**src/rtl/instr_prefetch_q.sv**
```systemverilog
module instr_prefetch_q #(
  parameter int DEPTH      = 9,
  parameter int WORD_BYTES = 4,
  parameter int WIN        = 3,
  parameter int ADDR_W     = 16,
  parameter logic [ADDR_W-1:0] RESET_ADDR = '0,
  localparam int LVL_W = $clog2(DEPTH + 1),
  localparam int LEN_W = $clog2(WIN + 1)
) (
  input  logic                    clk,
  input  logic                    rst_n,
  input  logic                    flush,
  input  logic [ADDR_W-1:0]       redirect_addr,
  input  logic [LEN_W-1:0]        dec_len,
  output logic                    dec_stall,
  output logic [8*WIN-1:0]        win_data,
  output logic [WIN-1:0]          win_valid,
  output logic [LVL_W-1:0]        level,
  output logic                    fetch_req,
  output logic [ADDR_W-1:0]       fetch_addr,
  input  logic                    mem_valid,
  input  logic [8*WORD_BYTES-1:0] mem_data
);

  logic [7:0]       q  [DEPTH];
  logic [7:0]       nq [DEPTH];
  logic [LVL_W-1:0] cnt;
  logic [LVL_W-1:0] len_x;
  logic [LVL_W-1:0] shift;
  logic [LVL_W-1:0] remain;
  logic [LVL_W-1:0] free_slots;
  logic             wr;

  assign len_x      = {{(LVL_W-LEN_W){1'b0}}, dec_len};
  assign dec_stall  = len_x > cnt;
  assign shift      = (flush || dec_stall) ? '0 : len_x;
  assign remain     = cnt - shift;
  assign free_slots = LVL_W'(DEPTH) - remain;
  assign fetch_req  = !flush && (free_slots >= LVL_W'(WORD_BYTES));
  assign wr         = fetch_req && mem_valid;
  assign level      = cnt;

  always_comb begin
    for (int i = 0; i < DEPTH; i++) begin
      nq[i] = 8'h00;
      for (int k = 0; k <= WIN; k++)
        if (shift == LVL_W'(k) && i + k < DEPTH)
          nq[i] = q[(i + k) % DEPTH];
      for (int b = 0; b < WORD_BYTES; b++)
        if (wr && ({1'b0, remain} + (LVL_W+1)'(b) == (LVL_W+1)'(i)))
          nq[i] = mem_data[8*b +: 8];
    end
  end

  always_ff @(posedge clk) begin
    if (!rst_n) begin
      cnt        <= '0;
      fetch_addr <= RESET_ADDR;
      for (int i = 0; i < DEPTH; i++) q[i] <= 8'h00;
    end else if (flush) begin
      cnt        <= '0;
      fetch_addr <= redirect_addr;
    end else begin
      cnt <= remain + (wr ? LVL_W'(WORD_BYTES) : '0);
      if (wr) fetch_addr <= fetch_addr + ADDR_W'(WORD_BYTES);
      for (int i = 0; i < DEPTH; i++) q[i] <= nq[i];
    end
  end

  for (genvar k = 0; k < WIN; k++) begin : g_win
    assign win_data[8*k +: 8] = q[k];
    assign win_valid[k]       = cnt > LVL_W'(k);
  end

endmodule

```
**config.mk**
```make
export PLATFORM = sky130hd
export DESIGN_NAME = instr_prefetch_q
export DESIGN_NICKNAME = d
export VERILOG_FILES = /design/src/rtl/instr_prefetch_q.sv
export SDC_FILE = /design/constraint.sdc
export NUM_CORES = 1
export LEC_CHECK = 0
export ABC_AREA = 1
export CAP_MARGIN = 20
export CORE_MARGIN = 2
export CORE_UTILIZATION = 45
export DETAILED_ROUTE_END_ITERATION = 16
export DONT_BUFFER_PORTS = 1
export PLACE_DENSITY = 0.62
export SLEW_MARGIN = 20
export SYNTH_ARGS = -nofsm -noshare
export SYNTH_HDL_FRONTEND = slang
export SYNTH_SLANG_ARGS = --single-unit
```
**constraint.sdc**
```tcl
create_clock -name clk -period 4.8 [get_ports clk]
set_clock_uncertainty 0.15 [all_clocks]
set_input_delay 0.24 -clock clk [delete_from_list [all_inputs] [get_ports clk]]
set_output_delay 0.24 -clock clk [all_outputs]
set_load 0.01 [all_outputs]
```
==> run metrics, run 1 <==
final design utilization 0.494; most frequent cells in the layout nand2_1 (450), nand3_1 (160), a21oi_1 (152), nor2_1 (127), inv_1 (122); Final setup viols 0; CTS Buf Count 9; post-synthesis sequential area ratio 0.294; Max rail drop VDD 193 µV; CTS H-Tree Depth 3; Die Wd 143 µm; Mapped Avg Cell Area 6.14 µm²; routed vias/inst approximately 6.1; clock sinks 92; hold crit path type primary input to flip-flop; postcts setup bufs 0; commonest non-fill, non-tap cell in the layout nand2_1; final hold slack 0.00749 ns; final setup TNS 0 ns; Row Count 50; max-slew violation count 0; R2R Path Start level[1]; Primary FF master, synth edfxtp_1; FF-to-FF path depth 22; num ports between 100 and 150; Post-Syn Area between 8000 and 9000 µm²; largest net degree at the start of global routing 76; Post-Synth Simple-Gate Area 0.403; Hold Path End q[0][58]; Ys Warns 0; f_max around 0.22 GHz; post-synthesis mux area share 0; largest family of logic cells by synthesized area simple AND/OR/NAND/NOR gates; R2R Setup Slk around 0.31 ns; GRT Total Usage 0.379; Core Box Area 18800 µm²; worst skew pair latency around 0.37 ns; synth-to-layout area growth 6.71%; # port buffers 0; Compound-Gate Fraction of Synth Area 0.167; router iterations before antenna repair 6; die area around 21000 µm²; Post-synth EDFFs just over 70; Setup WS pre-CTS 0.298 ns; critical path arrival between 4 and 5 ns; antenna diode count 0; Die H 143 µm; clk root buf clkbuf_16; Gate Count Post-Synth around 1400; pwr/cell area 308 nW/µm²; minimum clock period about 4.5 ns; clk slew on worst S/H paths roughly 0.08 ns; Max Cap Viol 0; Worst setup EP type flip-flop; ys async rst share 0; vias post-DR about 10000; initial core utilization 0.463; Hold Vio Cnt, Final 0; global-route wire length before repair ~56000 µm; critical path startpoint category flip-flop; vias in the first global route 8780; status finished, final reports clean; count of cell types in the netlist 44; drc violations 0; WL final around 39000 µm; Routed Antenna Nets 0; Final period util 0.936; Cell Count, Final, Fillers Out 1650; Lkg Pwr around 4 nW; fin nets roughly 1400; Crit Path Class flip-flop to flip-flop; antenna violations before repair 1; Max clock buf depth 2; worst r2r dst q[0][17]; Initial DRC Count between 1000 and 1500; Critical Path RT roughly 4.6 ns; placed cell count approximately 1600; FF+latch count, synth between 90 and 100; CTS tree yes; number of fill cells 2007; Syn Nets around 1500; layout cells sized above 1 0.0676; routability cong. around 1.1; Max FO, Critical Path 12; Slew headroom 0.422; Synth Area in Adders 0.0138; hold_sp mem_data[26]; overflow left after global routing 0; DP HPWL between 20000 and 30000 µm; setup ws final 0.309 ns; XOR/XNOR Fraction of Synth Area 0.00703; Hold Crit Depth 2; routed len/inst 23.8 µm; Slew @ Worst Pin just under 0.9 ns
## power breakdown
part	internal [mW]	switching (mW)	total, mW
logic	0.261	0.687	0.947
registers	0.990	0.136	1.13
clock network	0.440	0.356	0.796
total	1.69	1.18	2.87
## cell usage after synthesis, types with 2 or more instances
library cell	number	share of area
o211ai_1	5	0.0043
nor3_4	2	0.0037
nor2_1	130	0.056
nor2_2	7	0.0050
a31oi_1	18	0.013
nand2_1	450	0.19
or2_2	2	0.0014
o21ai_0	73	0.042
nand3_4	2	0.0040
xor2_1	7	0.0070
inv_1	122	0.053
inv_2	10	0.0043
clkbuf_1	40	0.017
ha_1	8	0.011
nand4_1	30	0.022
a22oi_1	2	0.0017
dfxtp_1	20	0.046
edfxtp_1	72	0.25
clkinv_1	2	0.00086
buf_1	2	0.00086
nor3_1	6	0.0034
nor3_2	3	0.0034
nor2_4	9	0.012
a22o_1	2	0.0020
buf_2	20	0.011
nand2_2	3	0.0022
a21oi_1	153	0.088
buf_4	28	0.024
o21ai_1	18	0.010
nand3_1	160	0.092
a21oi_2	2	0.0020
## registers in the layout (all words and copies together), names as in the netlist
register,count
q,72
level,4
fetch_addr,16
## routing by layer
metal,vias up,track usage,part of all wire
met2,727,0.557,0.42
met1,4606,0.510,0.40
li1,4622,-,-
met4,0,0.160,0.046
met3,135,0.122,0.14
met5,-,0,0
## repair_timing
| action | 4_1_cts | 5_1_grt |
|---|---|---|
| endpoints found under the hold margin | 16 | 0 |
| hold buffers | 18 | 0 |
| gates resized for setup | 0 | 5 |
| setup endpoints to repair | 0 | 32 |
## worst max-delay path by stage
stage,start,slack [ns],to
global placement,level[1],0.35,q[0][8]
finish,level[1],0.31,q[0][17]
floorplan,level[1],0.04,q[0][40]
global route,level[1],-0.003,q[0][35]
detailed placement,level[1],0.30,q[0][11]
CTS,level[1],0.28,q[0][13]
## cells by family (layout without fill, tap and decap cells)
kind of cell             after synthesis  in the layout
AO/OA/AOI/OAI                        277            277
flip-flops                            92             92
adder cells (fa/ha/maj)                9              9
AND/OR/NAND/NOR                      809            809
buffers and inverters                227            196
XOR/XNOR                               7              7
## area by class of cell
| type | instances | area, µm² | share of cell area |
|---|---|---|---|
| Clock buffer | 10 | 250 | 0.0269 |
| Multi-Input combinational cell | 1102 | 5210 | 0.560 |
| Sequential cell | 92 | 2560 | 0.275 |
| Timing Repair Buffer | 45 | 383 | 0.0411 |
| Tap cell | 260 | 325 | 0.0350 |
| Clock inverter | 6 | 67.6 | 0.00726 |
| Inverter | 135 | 509 | 0.0547 |
## worst max-delay path, cell delays in order (launching register included)
cell     delay [ns]
dfxtp_1        0.33
inv_1          0.07
ha_1           0.29
nand2_1        0.07
nand2_1        0.05
inv_1          0.07
nand2_1        0.06
nand2_1        0.11
nor2_4         0.04
ha_1           0.18
inv_1          0.09
fa_1           0.44
buf_4          0.17
ha_1           0.32
a21oi_1        0.22
nand3_4        0.11
nand3_4        0.17
buf_4          0.29
nor2_1         0.08
inv_2          0.09
nor2_4         0.07
inv_1          0.18
nand4_1        0.42
## metrics by stage
stage / instance area [µm²] / power [mW]
6_report: 9310 / 2.87
5_1_grt: 9310 / 2.98
4_1_cts: 9280 / 2.82
3_5_place_dp: 8780 / 2.03
3_3_place_gp: 8780 / 2.03
2_1_floorplan: 8730 / 1.80
Power figures use the tool's default switching activity.
==> inputs of run 2 (changes only) <==
- CELL_PAD_IN_SITES_DETAIL_PLACEMENT: default -> 1
- CELL_PAD_IN_SITES_GLOBAL_PLACEMENT: default -> 2
- CORE_UTILIZATION: 45 -> 32
- PLACE_DENSITY: 0.62 -> 0.79
==> run metrics, run 2 (same netlist as run 1, synthesis figures left out) <==
status finished, final reports clean; routability cong. between 0.9 and 1; Die H ~170 µm; initial core utilization 0.324; Row Count 60; Switching Share 0.424; Lkg Pwr 3.99 nW; Slew @ Worst Pin a little under 0.9 ns; number of fill cells ~3500; # port buffers 0; Largest Register q; clock sinks 92; clk slew on worst S/H paths roughly 0.070 ns; synth-to-layout area growth 9.44%; Overall Power roughly 2.9 mW; die area roughly 29000 µm²; DP HPWL approximately 33000 µm; Clock power frac 0.260; Largest register FFs 72; num ports ~100; Max rail drop VDD 190 µV; CP peak stage delay approximately 0.5 ns; M2 GR Usage 0.483; Core Box Area 26900 µm²; Die Wd 169 µm; overflow left after global routing 0; hold crit path type primary input to flip-flop; vias in the first global route roughly 9800; worst-path cell chain inv_1, ha_1, nand2_1, nand2_1, inv_1, nand2_1, nand2_1, nor2_4, ha_1, inv_1, fa_2, ha_1, a21oi_1, nand3_4, buf_4, nand4_2, inv_4, nor3_1, a21oi_1, buf_4; f_max roughly 0.22 GHz; Most Crowded Layer GR met2; critical path startpoint category flip-flop; global-route wire length before repair around 66000 µm; Critical Path RT about 4.7 ns; Slew headroom 0.401; routed vias/inst just under 6; Max FO, Critical Path 16; antenna diode count 0; pwr/cell area ~300 nW/µm²; commonest non-fill, non-tap cell in the layout nand2_1; routed len/inst 25.8 µm; Buffers & Inverters on Critical Path 6; critical path arrival about 4.4 ns; net switching power roughly 1.2 mW; WL final approximately 45000 µm; fin nets ~1500; worst skew pair latency approximately 0.36 ns; minimum clock period around 4.5 ns; Final setup viols 0; Final period util 0.939; Max clock buf depth 2; vias post-DR slightly above 10000; Flop pwr share 0.390; Max Cap Viol 0; antenna violations before repair 0; clk root buf clkbuf_16; largest net degree at the start of global routing slightly below 80; drc violations 0; Worst setup EP type flip-flop; final setup TNS 0 ns; most frequent cells in the layout nand2_1 (449), nand3_1 (159), a21oi_1 (153), nor2_1 (126), inv_1 (122); Worst path slowest cell fa_2; max-slew violation count 0; Crit path max-delay family adder cells; Initial DRC Count around 1000; Hold Vio Cnt, Final 0; CTS H-Tree Depth 3; most frequent CP cell nand2_1; logic gate share of total power 0.350; CTS tree yes; met3 Usage GRT 0.0610; GRT Total Usage 0.312; internal power ~1.7 mW; Routed Antenna Nets 0; CTS Buf Count 9; layout cells sized above 1 0.0795; router iterations before antenna repair 5; Crit Path Class flip-flop to flip-flop; Global Route met1 Usage 0.429
==> run 2: cell count changes in the layout (fill, tap and decap cells not counted), moves of 2 or more <==
cell	delta
nor2_2	+2
nand3_2	+2
buf_4	+13
clkinvlp_4	+2
dlygate4sd3_1	+2
==> run 2: path summary, 6_finish.rpt <==
path | startpoint | to | slack (ns) | cells past startpoint
setup / recovery | level[1] | q[0][60] | 0.29 | 20
hold / removal | mem_data[30] | q[0][6] | 0.01 | 2
setup reg to reg | level[1] | q[0][60] | 0.29 | 20
hold reg to reg | fetch_addr[1] | fetch_addr[1] | 0.40 | 1
==> run 2: layout make-up <==
class / instances / area (µm²) / area share
multi-input cells: 1104 / 5230 / 0.548
clock inverters: 7 / 72.6 / 0.00760
repair buffers: 61 / 512 / 0.0536
flip-flops and latches: 92 / 2560 / 0.268
inverters: 135 / 518 / 0.0543
clock buffers: 9 / 225 / 0.0236
well taps: 341 / 427 / 0.0447
==> run 2: power by group through the flow <==
stage	Combinational (mW)	Clock [mW]	Sequential, mW
floorplan	0.736	0	1.06
global placement	0.920	0	1.15
detailed placement	0.936	0	1.15
CTS	0.953	0.769	1.13
global route	1.11	0.792	1.15
finish	1.02	0.758	1.13
==> run 2: per-layer routing <==
metal / up-vias / share of wire
li1: 4665 / -
met1: 5045 / 0.43
met2: 463 / 0.44
met3: 94 / 0.092
met4: 0 / 0.041
met5: - / 0
==> run 2: per-stage QoR <==
stage	hold slack, ns	cell area, µm²	instances	util	setup WS [ns]
2_1_floorplan	0.203	8730	1421	-	0.0376
3_3_place_gp	0.226	8890	1699	0.331	0.248
3_5_place_dp	0.225	8890	1699	0.331	0.0437
4_1_cts	0.0000153	9380	1734	0.349	0.0484
5_1_grt	0.0136	9540	1749	0.355	-0.0220
6_report	0.0144	9540	1749	0.355	0.291
==> run 2: timing repair <==
item                                   CTS  global route
endpoints found under the hold margin   17             1
resized for setup                        0            12
setup buffers                            0            12
setup endpoints to repair                0           124
hold buffers                            19             1
==> inputs of run 3 (changes only) <==
--- a/config.mk
+++ b/config.mk
@@ -11,4 +11,4 @@
 export CELL_PAD_IN_SITES_GLOBAL_PLACEMENT = 2
-export CORE_MARGIN = 2
 export CORE_UTILIZATION = 32
+export CTS_BUF_LIST = sky130_fd_sc_hd__clkbuf_2 sky130_fd_sc_hd__clkbuf_4 sky130_fd_sc_hd__clkbuf_8
 export DETAILED_ROUTE_END_ITERATION = 16
--- a/constraint.sdc
+++ b/constraint.sdc
@@ -4,2 +4,2 @@
 set_output_delay 0.24 -clock clk [all_outputs]
-set_load 0.01 [all_outputs]
+set_load 0.02 [all_outputs]
==> run metrics, run 3 (same netlist as run 1, synthesis figures left out) <==
status finished, final reports clean; Flop pwr share 0.410; FF/Latch Area around 2600 µm²; Design Area, Final ~9700 µm²; Row Count 60; f_max between 0.2 and 0.25 GHz; die area ~28000 µm²; layout cells sized above 1 0.0825; fin nets about 1500; Largest register FFs between 70 and 80; routed vias/inst 5.92; clk root buf clkbuf_8; Max FO, Critical Path 9; DP HPWL between 30000 and 40000 µm; number of fill cells around 3600; Initial DRC Count 1225; routability cong. 0.964; M2 GR Usage 0.507; Most Crowded Layer GR met2; max-slew violation count 0; global-route wire length before repair between 60000 and 70000 µm; Switching Share 0.447; minimum clock period ~4.6 ns; vias in the first global route 10084; overflow left after global routing 0; setup ws final roughly 0.25 ns; Lkg Pwr 4.06 nW; Final period util 0.948; # port buffers 0; CTS H-Tree Depth 3; footprint of the multi-input gates around 5200 µm²; logic gate share of total power 0.372; GRT Total Usage 0.329; drc violations 0; Max rail drop VDD between 100 and 150 µV; dpl cell area 8900 µm²; Routed Antenna Nets 0; router iterations before antenna repair 5; largest net degree at the start of global routing 76; antenna diode count 0; Max clock buf depth 2; internal power ~1.6 mW; met3 Usage GRT 0.0599; Global Route met1 Usage 0.442; pwr/cell area between 200 and 300 nW/µm²; Slew @ Worst Pin slightly below 1 ns; worst skew pair latency 0.41 ns; RSZ-0062 raised after global routing yes; CTS tree yes; num ports ~100; initial core utilization 0.324; Final setup viols 0; critical path startpoint category flip-flop; WL final 46000 µm; Hold Vio Cnt, Final 0; Max Cap Viol 0; clock sinks just over 90; Worst setup EP type flip-flop; Critical Path RT 4.80 ns; critical path arrival ~4.6 ns; synth-to-layout area growth 11.0%; routed len/inst between 20 and 30 µm; clk slew on worst S/H paths about 0.10 ns; most frequent cells in the layout nand2_1 (450), nand3_1 (160), a21oi_1 (150), nor2_1 (126), inv_1 (122); vias post-DR ~10000; Largest Register q; antenna violations before repair 1; Crit Path Class flip-flop to flip-flop; Core Box Area around 27000 µm²; hold crit path type primary input to flip-flop; final setup TNS 0 ns; Die H approximately 170 µm; Setup WS pre-CTS around 0.21 ns; commonest non-fill, non-tap cell in the layout nand2_1; Slew headroom 0.337; Die Wd ~170 µm; net switching power 1.27 mW; CTS Buf Count 9; Clock power frac 0.217
==> run 3: cell count changes in the layout (fill, tap and decap cells not counted), moves of 2 or more <==
cell | before | now
a31oi_2 | 0 | 2
inv_6 | 3 | 0
a21oi_1 | 153 | 150
nor2_2 | 9 | 7
clkbuf_16 | 9 | 0
a21oi_2 | 2 | 5
clkbuf_8 | 0 | 11
buf_4 | 40 | 46
clkbuf_4 | 0 | 2
nor2_4 | 11 | 13
nand3_2 | 3 | 1
dlygate4sd3_1 | 20 | 39
==> run 3: per-stage QoR <==
step	instances	power, mW	hold WS, ns	util
floorplan	1421	1.85	0.203	-
global placement	1699	2.11	0.221	0.331
detailed placement	1699	2.12	0.222	0.331
CTS	1754	2.77	0.000334	0.354
global route	1772	2.96	0.0150	0.360
finish	1772	2.83	0.0134	0.360
==> run 3: final timing paths <==
| check | from | end | slack [ns] | cells after the start |
|---|---|---|---|---|
| worst max-delay path | level[1] | q[0][37] | 0.25 | 21 |
| worst min-delay path | mem_data[29] | q[0][45] | 0.01 | 2 |
| worst max register to register | level[1] | q[0][37] | 0.25 | 21 |
| worst min register to register | fetch_addr[15] | fetch_addr[15] | 0.47 | 2 |
==> run 3: worst max-delay path: stages (launching register included) <==
cell,delay [ns]
dfxtp_1,0.35
inv_1,0.08
ha_1,0.29
nand2_1,0.06
nand2_1,0.06
inv_1,0.05
nand2_1,0.08
nand2_1,0.09
nor2_4,0.10
ha_1,0.14
inv_1,0.05
fa_1,0.58
inv_2,0.08
ha_1,0.23
a21oi_1,0.26
xor2_1,0.27
nand2_1,0.22
nor3_4,0.26
inv_2,0.14
o21ai_1,0.14
a21oi_1,0.06
dlygate4sd3_1,0.56
==> run 3: layer usage <==
layer	share of wire	wire [µm]
met5	0.00028	13
met4	0.055	2520
met1	0.43	19600
met2	0.43	19800
met3	0.088	4050
==> run 3: repair_timing <==
action | in CTS | in global routing
gates resized for setup | 0 | 7
endpoints found under the setup margin | 0 | 75
buffers inserted | 0 | 18
hold buffers | 39 | 0
hold endpoints to repair | 50 | 0
==> run 3: final cells by class <==
cell class,instances,area share
clock buffer,13,0.0172
clock inverter,3,0.00478
inverter,135,0.0530
multi-input combinational,1102,0.538
sequential,92,0.265
tap,341,0.0441
timing repair buffer,86,0.0781
==> run 3: power by group through the flow <==
| stage | Sequential, mW | Clock [mW] | Combinational [mW] |
|---|---|---|---|
| floorplan | 1.07 | 0 | 0.777 |
| global route | 1.17 | 0.641 | 1.15 |
| finish | 1.16 | 0.615 | 1.06 |
| detailed placement | 1.18 | 0 | 0.943 |
| global placement | 1.18 | 0 | 0.932 |
| CTS | 1.16 | 0.618 | 0.991 |
